### src/rtl/txdma_pkg.sv
`timescale 1ns/1ps
package txdma_pkg;
    typedef enum logic [1:0] {ST_IDLE = 2'd0, ST_FETCH = 2'd1, ST_SEND = 2'd2} eng_st_e;

    localparam logic [1:0] RA_CTRL = 2'd0;
    localparam logic [1:0] RA_ADDR = 2'd1;
    localparam logic [1:0] RA_CNT  = 2'd2;
    localparam logic [1:0] RA_ACT  = 2'd3;

    localparam int CB_EXT   = 4;
    localparam int CB_CLRNX = 8;
    localparam int CB_NXM   = 10;
    localparam int CB_TIE   = 13;
    localparam int CB_TI    = 15;
endpackage

### src/rtl/txdma_rr_arb.sv
`timescale 1ns/1ps
module txdma_rr_arb #(
    parameter int N  = 16,
    parameter int LW = $clog2(N)
) (
    input  logic [N-1:0]  req,
    input  logic [LW-1:0] last,
    output logic [LW-1:0] gnt,
    output logic          gnt_ok
);
    always_comb begin
        gnt    = '0;
        gnt_ok = 1'b0;
        for (int i = 1; i <= N; i++) begin
            if (!gnt_ok && req[(int'(last) + i) % N]) begin
                gnt_ok = 1'b1;
                gnt    = LW'((int'(last) + i) % N);
            end
        end
    end
endmodule

### src/rtl/txdma_sched.sv
`timescale 1ns/1ps
module txdma_sched
    import txdma_pkg::*;
#(
    parameter int NLINES = 16,
    parameter int ALO_W  = 16,
    parameter int AHI_W  = 2,
    parameter int CNT_W  = 16,
    parameter int DW     = 8
) (
    input  logic                             clk,
    input  logic                             rst_n,
    input  logic                             reg_wr,
    input  logic [1:0]                       reg_addr,
    input  logic [15:0]                      reg_wdata,
    output logic [15:0]                      reg_rdata,
    output logic                             mem_req,
    output logic [AHI_W+ALO_W-1:0]           mem_addr,
    input  logic                             mem_ack,
    input  logic                             mem_err,
    input  logic [DW-1:0]                    mem_rdata,
    output logic                             tx_valid,
    input  logic                             tx_ready,
    output logic [DW-1:0]                    tx_data,
    output logic [$clog2(NLINES)-1:0]        tx_line,
    output logic                             irq
);
    localparam int LW = $clog2(NLINES);
    localparam int AW = AHI_W + ALO_W;

    typedef struct packed {
        eng_st_e                        st;
        logic [LW-1:0]                  sel;
        logic [LW-1:0]                  cur;
        logic [LW-1:0]                  last;
        logic [NLINES-1:0]              act;
        logic                           ti;
        logic                           tie;
        logic                           nxm;
        logic [DW-1:0]                  data;
        logic [NLINES-1:0][ALO_W-1:0]   alo;
        logic [NLINES-1:0][AHI_W-1:0]   ahi;
        logic [NLINES-1:0][CNT_W-1:0]   cnt;
    } state_t;

    state_t q, d;

    logic [LW-1:0]     gnt;
    logic              gnt_ok;
    logic [NLINES-1:0] hw_clr;
    logic              set_ti, set_nxm, ti_b, nxm_b;
    logic [NLINES-1:0] act_b;
    logic              fin_now;

    txdma_rr_arb #(.N(NLINES), .LW(LW)) u_arb (
        .req(q.act), .last(q.last), .gnt(gnt), .gnt_ok(gnt_ok)
    );

    assign fin_now = (q.st == ST_SEND) && tx_ready && (q.cnt[q.cur] == '0);

    always_comb begin
        d       = q;
        hw_clr  = '0;
        set_ti  = 1'b0;
        set_nxm = 1'b0;
        act_b   = q.act;
        ti_b    = q.ti;
        nxm_b   = q.nxm;
        // engine
        case (q.st)
            ST_IDLE: begin
                if (gnt_ok) begin
                    if (q.cnt[gnt] == '0) begin
                        hw_clr[gnt] = 1'b1;
                        set_ti      = 1'b1;
                        d.last      = gnt;
                    end else begin
                        d.cur = gnt;
                        d.st  = ST_FETCH;
                    end
                end
            end
            ST_FETCH: begin
                if (mem_err) begin
                    set_nxm       = 1'b1;
                    hw_clr[q.cur] = 1'b1;
                    d.last        = q.cur;
                    d.st          = ST_IDLE;
                end else if (mem_ack) begin
                    d.data = mem_rdata;
                    {d.ahi[q.cur], d.alo[q.cur]} = {q.ahi[q.cur], q.alo[q.cur]} + AW'(1);
                    d.cnt[q.cur] = q.cnt[q.cur] + CNT_W'(1);
                    d.st   = ST_SEND;
                end
            end
            ST_SEND: begin
                if (tx_ready) begin
                    if (q.cnt[q.cur] == '0) begin
                        hw_clr[q.cur] = 1'b1;
                        set_ti        = 1'b1;
                    end
                    d.last = q.cur;
                    d.st   = ST_IDLE;
                end
            end
            default: d.st = ST_IDLE;
        endcase
        // software writes override the engine's context updates
        if (reg_wr) begin
            case (reg_addr)
                RA_CTRL: begin
                    d.sel = reg_wdata[LW-1:0];
                    d.ahi[reg_wdata[LW-1:0]] = reg_wdata[CB_EXT +: AHI_W];
                    d.tie = reg_wdata[CB_TIE];
                    ti_b  = q.ti & reg_wdata[CB_TI];
                    if (reg_wdata[CB_CLRNX]) nxm_b = 1'b0;
                end
                RA_ADDR: d.alo[q.sel] = reg_wdata[ALO_W-1:0];
                RA_CNT:  d.cnt[q.sel] = reg_wdata[CNT_W-1:0];
                default: act_b = reg_wdata[NLINES-1:0];
            endcase
        end
        // hardware clear and flag set take priority
        d.act = act_b & ~hw_clr;
        d.ti  = ti_b | set_ti;
        d.nxm = nxm_b | set_nxm;
    end

    always_ff @(posedge clk) begin
        if (!rst_n) q <= '0;
        else        q <= d;
    end

    always_comb begin
        reg_rdata = '0;
        case (reg_addr)
            RA_CTRL: begin
                reg_rdata[LW-1:0]             = q.sel;
                reg_rdata[CB_EXT +: AHI_W]    = q.ahi[q.sel];
                reg_rdata[CB_NXM]             = q.nxm;
                reg_rdata[CB_TIE]             = q.tie;
                reg_rdata[CB_TI]              = q.ti;
            end
            RA_ADDR: reg_rdata = 16'(q.alo[q.sel]);
            RA_CNT:  reg_rdata = 16'(q.cnt[q.sel]);
            default: reg_rdata = 16'(q.act);
        endcase
    end

    assign mem_req  = (q.st == ST_FETCH);
    assign mem_addr = {q.ahi[q.cur], q.alo[q.cur]};
    assign tx_valid = (q.st == ST_SEND);
    assign tx_data  = q.data;
    assign tx_line  = q.cur;
    assign irq      = q.ti & q.tie;

    assert_req_hold_R3: assert property (@(posedge clk) disable iff (!rst_n)
        (mem_req && !mem_ack && !mem_err && !reg_wr) |=> (mem_req && $stable(mem_addr)));

    assert_tx_hold_R4: assert property (@(posedge clk) disable iff (!rst_n)
        (tx_valid && !tx_ready) |=> (tx_valid && $stable(tx_data) && $stable(tx_line)));

    assert_done_flag_R6: assert property (@(posedge clk) disable iff (!rst_n)
        fin_now |=> q.ti);

    // also covers R10: the clear holds whatever software wrote to the mask
    assert_done_clear_R6: assert property (@(posedge clk) disable iff (!rst_n)
        fin_now |=> !q.act[$past(q.cur)]);

    assert_nxm_R9: assert property (@(posedge clk) disable iff (!rst_n)
        (mem_req && mem_err) |=> (q.nxm && !tx_valid));
endmodule

### config.mk
export PLATFORM = sky130hd
export DESIGN_NAME = txdma_sched
export DESIGN_NICKNAME = d
export VERILOG_FILES = /design/src/rtl/txdma_pkg.sv /design/src/rtl/txdma_rr_arb.sv /design/src/rtl/txdma_sched.sv
export SDC_FILE = /design/constraint.sdc
export NUM_CORES = 2
export LEC_CHECK = 0
export BUFFER_PORTS_ARGS = -buffer_cell sky130_fd_sc_hd__buf_2
export CAP_MARGIN = 25
export CORE_MARGIN = 2
export CORE_UTILIZATION = 30
export DETAILED_ROUTE_END_ITERATION = 8
export PLACE_DENSITY_LB_ADDON = 0.15
export SLEW_MARGIN = 20
export SYNTH_ARGS = -nofsm -noshare
export SYNTH_HDL_FRONTEND = slang
export SYNTH_SLANG_ARGS = --single-unit
### constraint.sdc
create_clock -name clk -period 8.35 [get_ports clk]
set_input_delay 0.4175 -clock clk [delete_from_list [all_inputs] [get_ports clk]]
set_output_delay 0.4175 -clock clk [all_outputs]
set_load 0.005 [all_outputs]
==> qor.yml <==
outcome:
  result_of_the_run: "completed"
sta:
  post-route-min-period_ns: 7.692
  tns_ns: 0
  hold_viol: 0
  final.setup.worst_slack_ns: 0.6577
  slew_headroom_pct: 23.49
  grt_setup_unrepaired: "false"
  finalSetupViolCount: 0
  max_freq_mhz: 130.0
  worst-slew-pin-transition_ns: 1.148
  report.final.slew_viol_count: 0
  post-route-period-util_pct: 92.12
  skew_ns: 0.04275
synthesis:
  synth-edff-count: 0
  postSynthCellCount: 4723
  ys_top_cells_by_area: "dfxtp_1 (30%), mux4_2 (20%), nor2_1 (12%)"
  yosysSeqAreaShare_pct: 29.89
  syn_area_per_cell_um2: 8.296
  yosysWarningCount: 0
  synth_flop_cell: "dfxtp_1"
  synth.largest_area_cell: "dfxtp_1"
  netlist-cell-type-count: 80
  synth.ff_latch_count: 585
  netlist_area_mm2: 0.03918
  async_flop_share_pct: 0
  yosys_top_cell_area_share_pct: 29.89
  syn_nets: 4770
detailed_routing:
  postRouteAntennaNets: 0
  wl_mm: 194.4
  routed_via_density: 6.089
  wire_per_inst_um: 30.75
  total_via_count_in_the_routed_design: 38496
  post-route-drc-count: 0
  firstDrtPassIters: 6
  drt_first_iter_violations: 5026
power:
  vdd_drop_max_uv: 267.3
  p_int_mw: 6.335
  swShare_pct: 41.69
  power_density_mw_per_mm2: 246.4
  comb_power_share_pct: 40.9
  clkPwrFrac_pct: 31.3
  power_mw: 10.87
  share_seq_of_total_power_pct: 27.8
  power.leakage_nw: 14.93
  netsw_mw: 4.530
clocking:
  cts_num_sinks: 585
  cts_root_buffer: "clkbuf_16"
  worstSkewPairLatency_ns: 0.69
  clkSlewWorstSetupHoldPaths_ns: 0.06
  cts_inserted_buffers: 78
  cts_tree: "yes"
  postCtsResizedCells: 0
  clock_tree.buffer_depth: 3
  clock_tree.htree_level_count: 3
global_routing:
  initial_antenna_violation_count: 9
  overflow: 0
  grt_first_pass_wirelength_mm: 275.3
  number_of_global_route_vias_before_repair: 35263
  grt_max_degree: 137
  track_usage_pct: 28.61
cells_and_area:
  final_cell_mix: "nor2_1 (1266), a21oi_1 (634), dfxtp_1 (577)"
  layout.filler_cells: 13504
  drive_gt1_share_pct: 18.28
  area_delta_synth_final_pct: 12.56
  finish.utilization_pct: 34.06
  final_nets: 4566
  total_area_of_multi_input_combinational_cells_mm2: 0.02577
  register_cell_area_after_layout_mm2: 0.01174
  layout_commonest_cell: "nor2_1"
floorplan:
  io_pins: 81
  die_y_um: 365.4
  placeableCoreArea_mm2: 0.1295
  die_area_mm2: 0.1335
  start_util_pct: 30.26
  chipWidth_um: 365.4
  floorplan.rows: 132
placed_design:
  gpl.final_weighted_congestion: 0.9516
  placement.io_buffers: 80
  placement.setup.worst_slack_ns: 0.8230
  place_hpwl_mm: 121.7
setup_path:
  setup.worst_path.end_class: "register"
  critical_path_required_ns: 8.89
  timing_worst_setup_path_type: "register to register"
  worst_ep_arrival_time_ns: 8.23
  path_max_fanout: 20
  r2r_cells: 17
  timing.critical_path.from_type: "register"
worst_hold_path:
  worstHoldPathType: "input port to register"
  worst_hold_path.num_cells: 3
run:
  maxCapViolations: 0
==> synthesized netlist by cell type, types with 7 or more instances <==
cell / instances
nor2b_1: 9
o21ai_0: 38
a221oi_1: 7
nor2_1: 1303
mux4_1: 21
o211ai_1: 23
clkbuf_1: 428
inv_1: 12
nor3_1: 217
nor4_1: 26
nand2_1: 209
dfxtp_1: 585
and3_1: 18
or4_1: 8
buf_1: 57
xor2_1: 18
xnor2_1: 19
a211o_1: 19
mux2_2: 42
mux4_2: 355
nand3_1: 39
mux2i_1: 89
or3_1: 14
ha_1: 15
a211oi_1: 344
and2_1: 7
a21oi_1: 634
buf_2: 13
buf_4: 15
nand2b_1: 22
==> cell families after synthesis <==
kind of cell	count (synthesis)	synth area share [%]
xor+xnor	37	0.8271
flops	585	29.89
buf+inv	535	5.435
mux	509	25.39
fa+ha+maj	15	0.4790
simple gates	1900	20.09
compound gates	1142	17.89
==> final timing paths <==
kind | startpoint | end | slack [ns]
worst min-delay path | rst_n | q[583] | 0.15
worst max-delay path | q[571] | q[564] | 0.66
worst min register to register | tx_data[4] | tx_data[4] | 0.45
worst max register to register | q[571] | q[564] | 0.66
==> through the flow <==
stage	std cells	instance area, um^2	hold slack [ns]
floorplan	4723	39180	0.4334
global placement	6156	41170	0.4397
detailed placement	6163	41320	0.4456
CTS	6311	43920	0.1122
global route	6321	44100	0.1525
finish	6322	44100	0.1464
==> timing repair <==
action	4_1_cts	5_1_grt
setup buffers	0	0
hold buffers	8	0
endpoints found under the hold margin	8	0
endpoints found under the setup margin	0	0
==> worst max-delay path: stages, from the launching register on <==
cell,delay [ns]
dfxtp_1,0.34
inv_2,0.16
ha_1,0.90
mux2_2,0.45
mux4_1,0.63
mux2i_1,0.37
nand2b_1,0.17
or3_1,0.44
a211o_1,0.27
a21oi_2,0.47
or2_1,0.87
mux4_2,0.66
a2111oi_4,0.34
nor2_2,0.09
nor4_4,0.52
nand2_2,0.21
nor3_1,0.46
a21oi_1,0.15
==> power groups by stage <==
stage / Clock, mW / Sequential, mW / Combinational, mW
global placement: 0 / 3.08 / 4.31
finish: 3.40 / 3.02 / 4.44
detailed placement: 0 / 3.08 / 4.30
floorplan: 0 / 2.95 / 3.07
global route: 3.54 / 3.03 / 4.69
CTS: 3.45 / 3.02 / 4.32
==> routing by layer <==
layer / part of all wire [%] / GRT usage, %
met1: 43 / 40.67
met2: 43 / 42.58
met3: 9.7 / 5.566
met4: 4.1 / 10.96
met5: 0.031 / 0
==> cell type report <==
type	instances	share of cell area (%)
clock buffer	115	5.172
inverter	16	0.1532
antenna	1	0.005674
tap	1742	4.942
sequential	585	26.62
multi-input combinational	3603	58.42
timing repair buffer	235	4.156
clock inverter	25	0.5277
==> state kept, by name, summed over array words and instances, names as in the netlist <==
name and cells:
tx_data 8, q 573, tx_line 4
No activity file was read; power rests on OpenSTA's default activity.
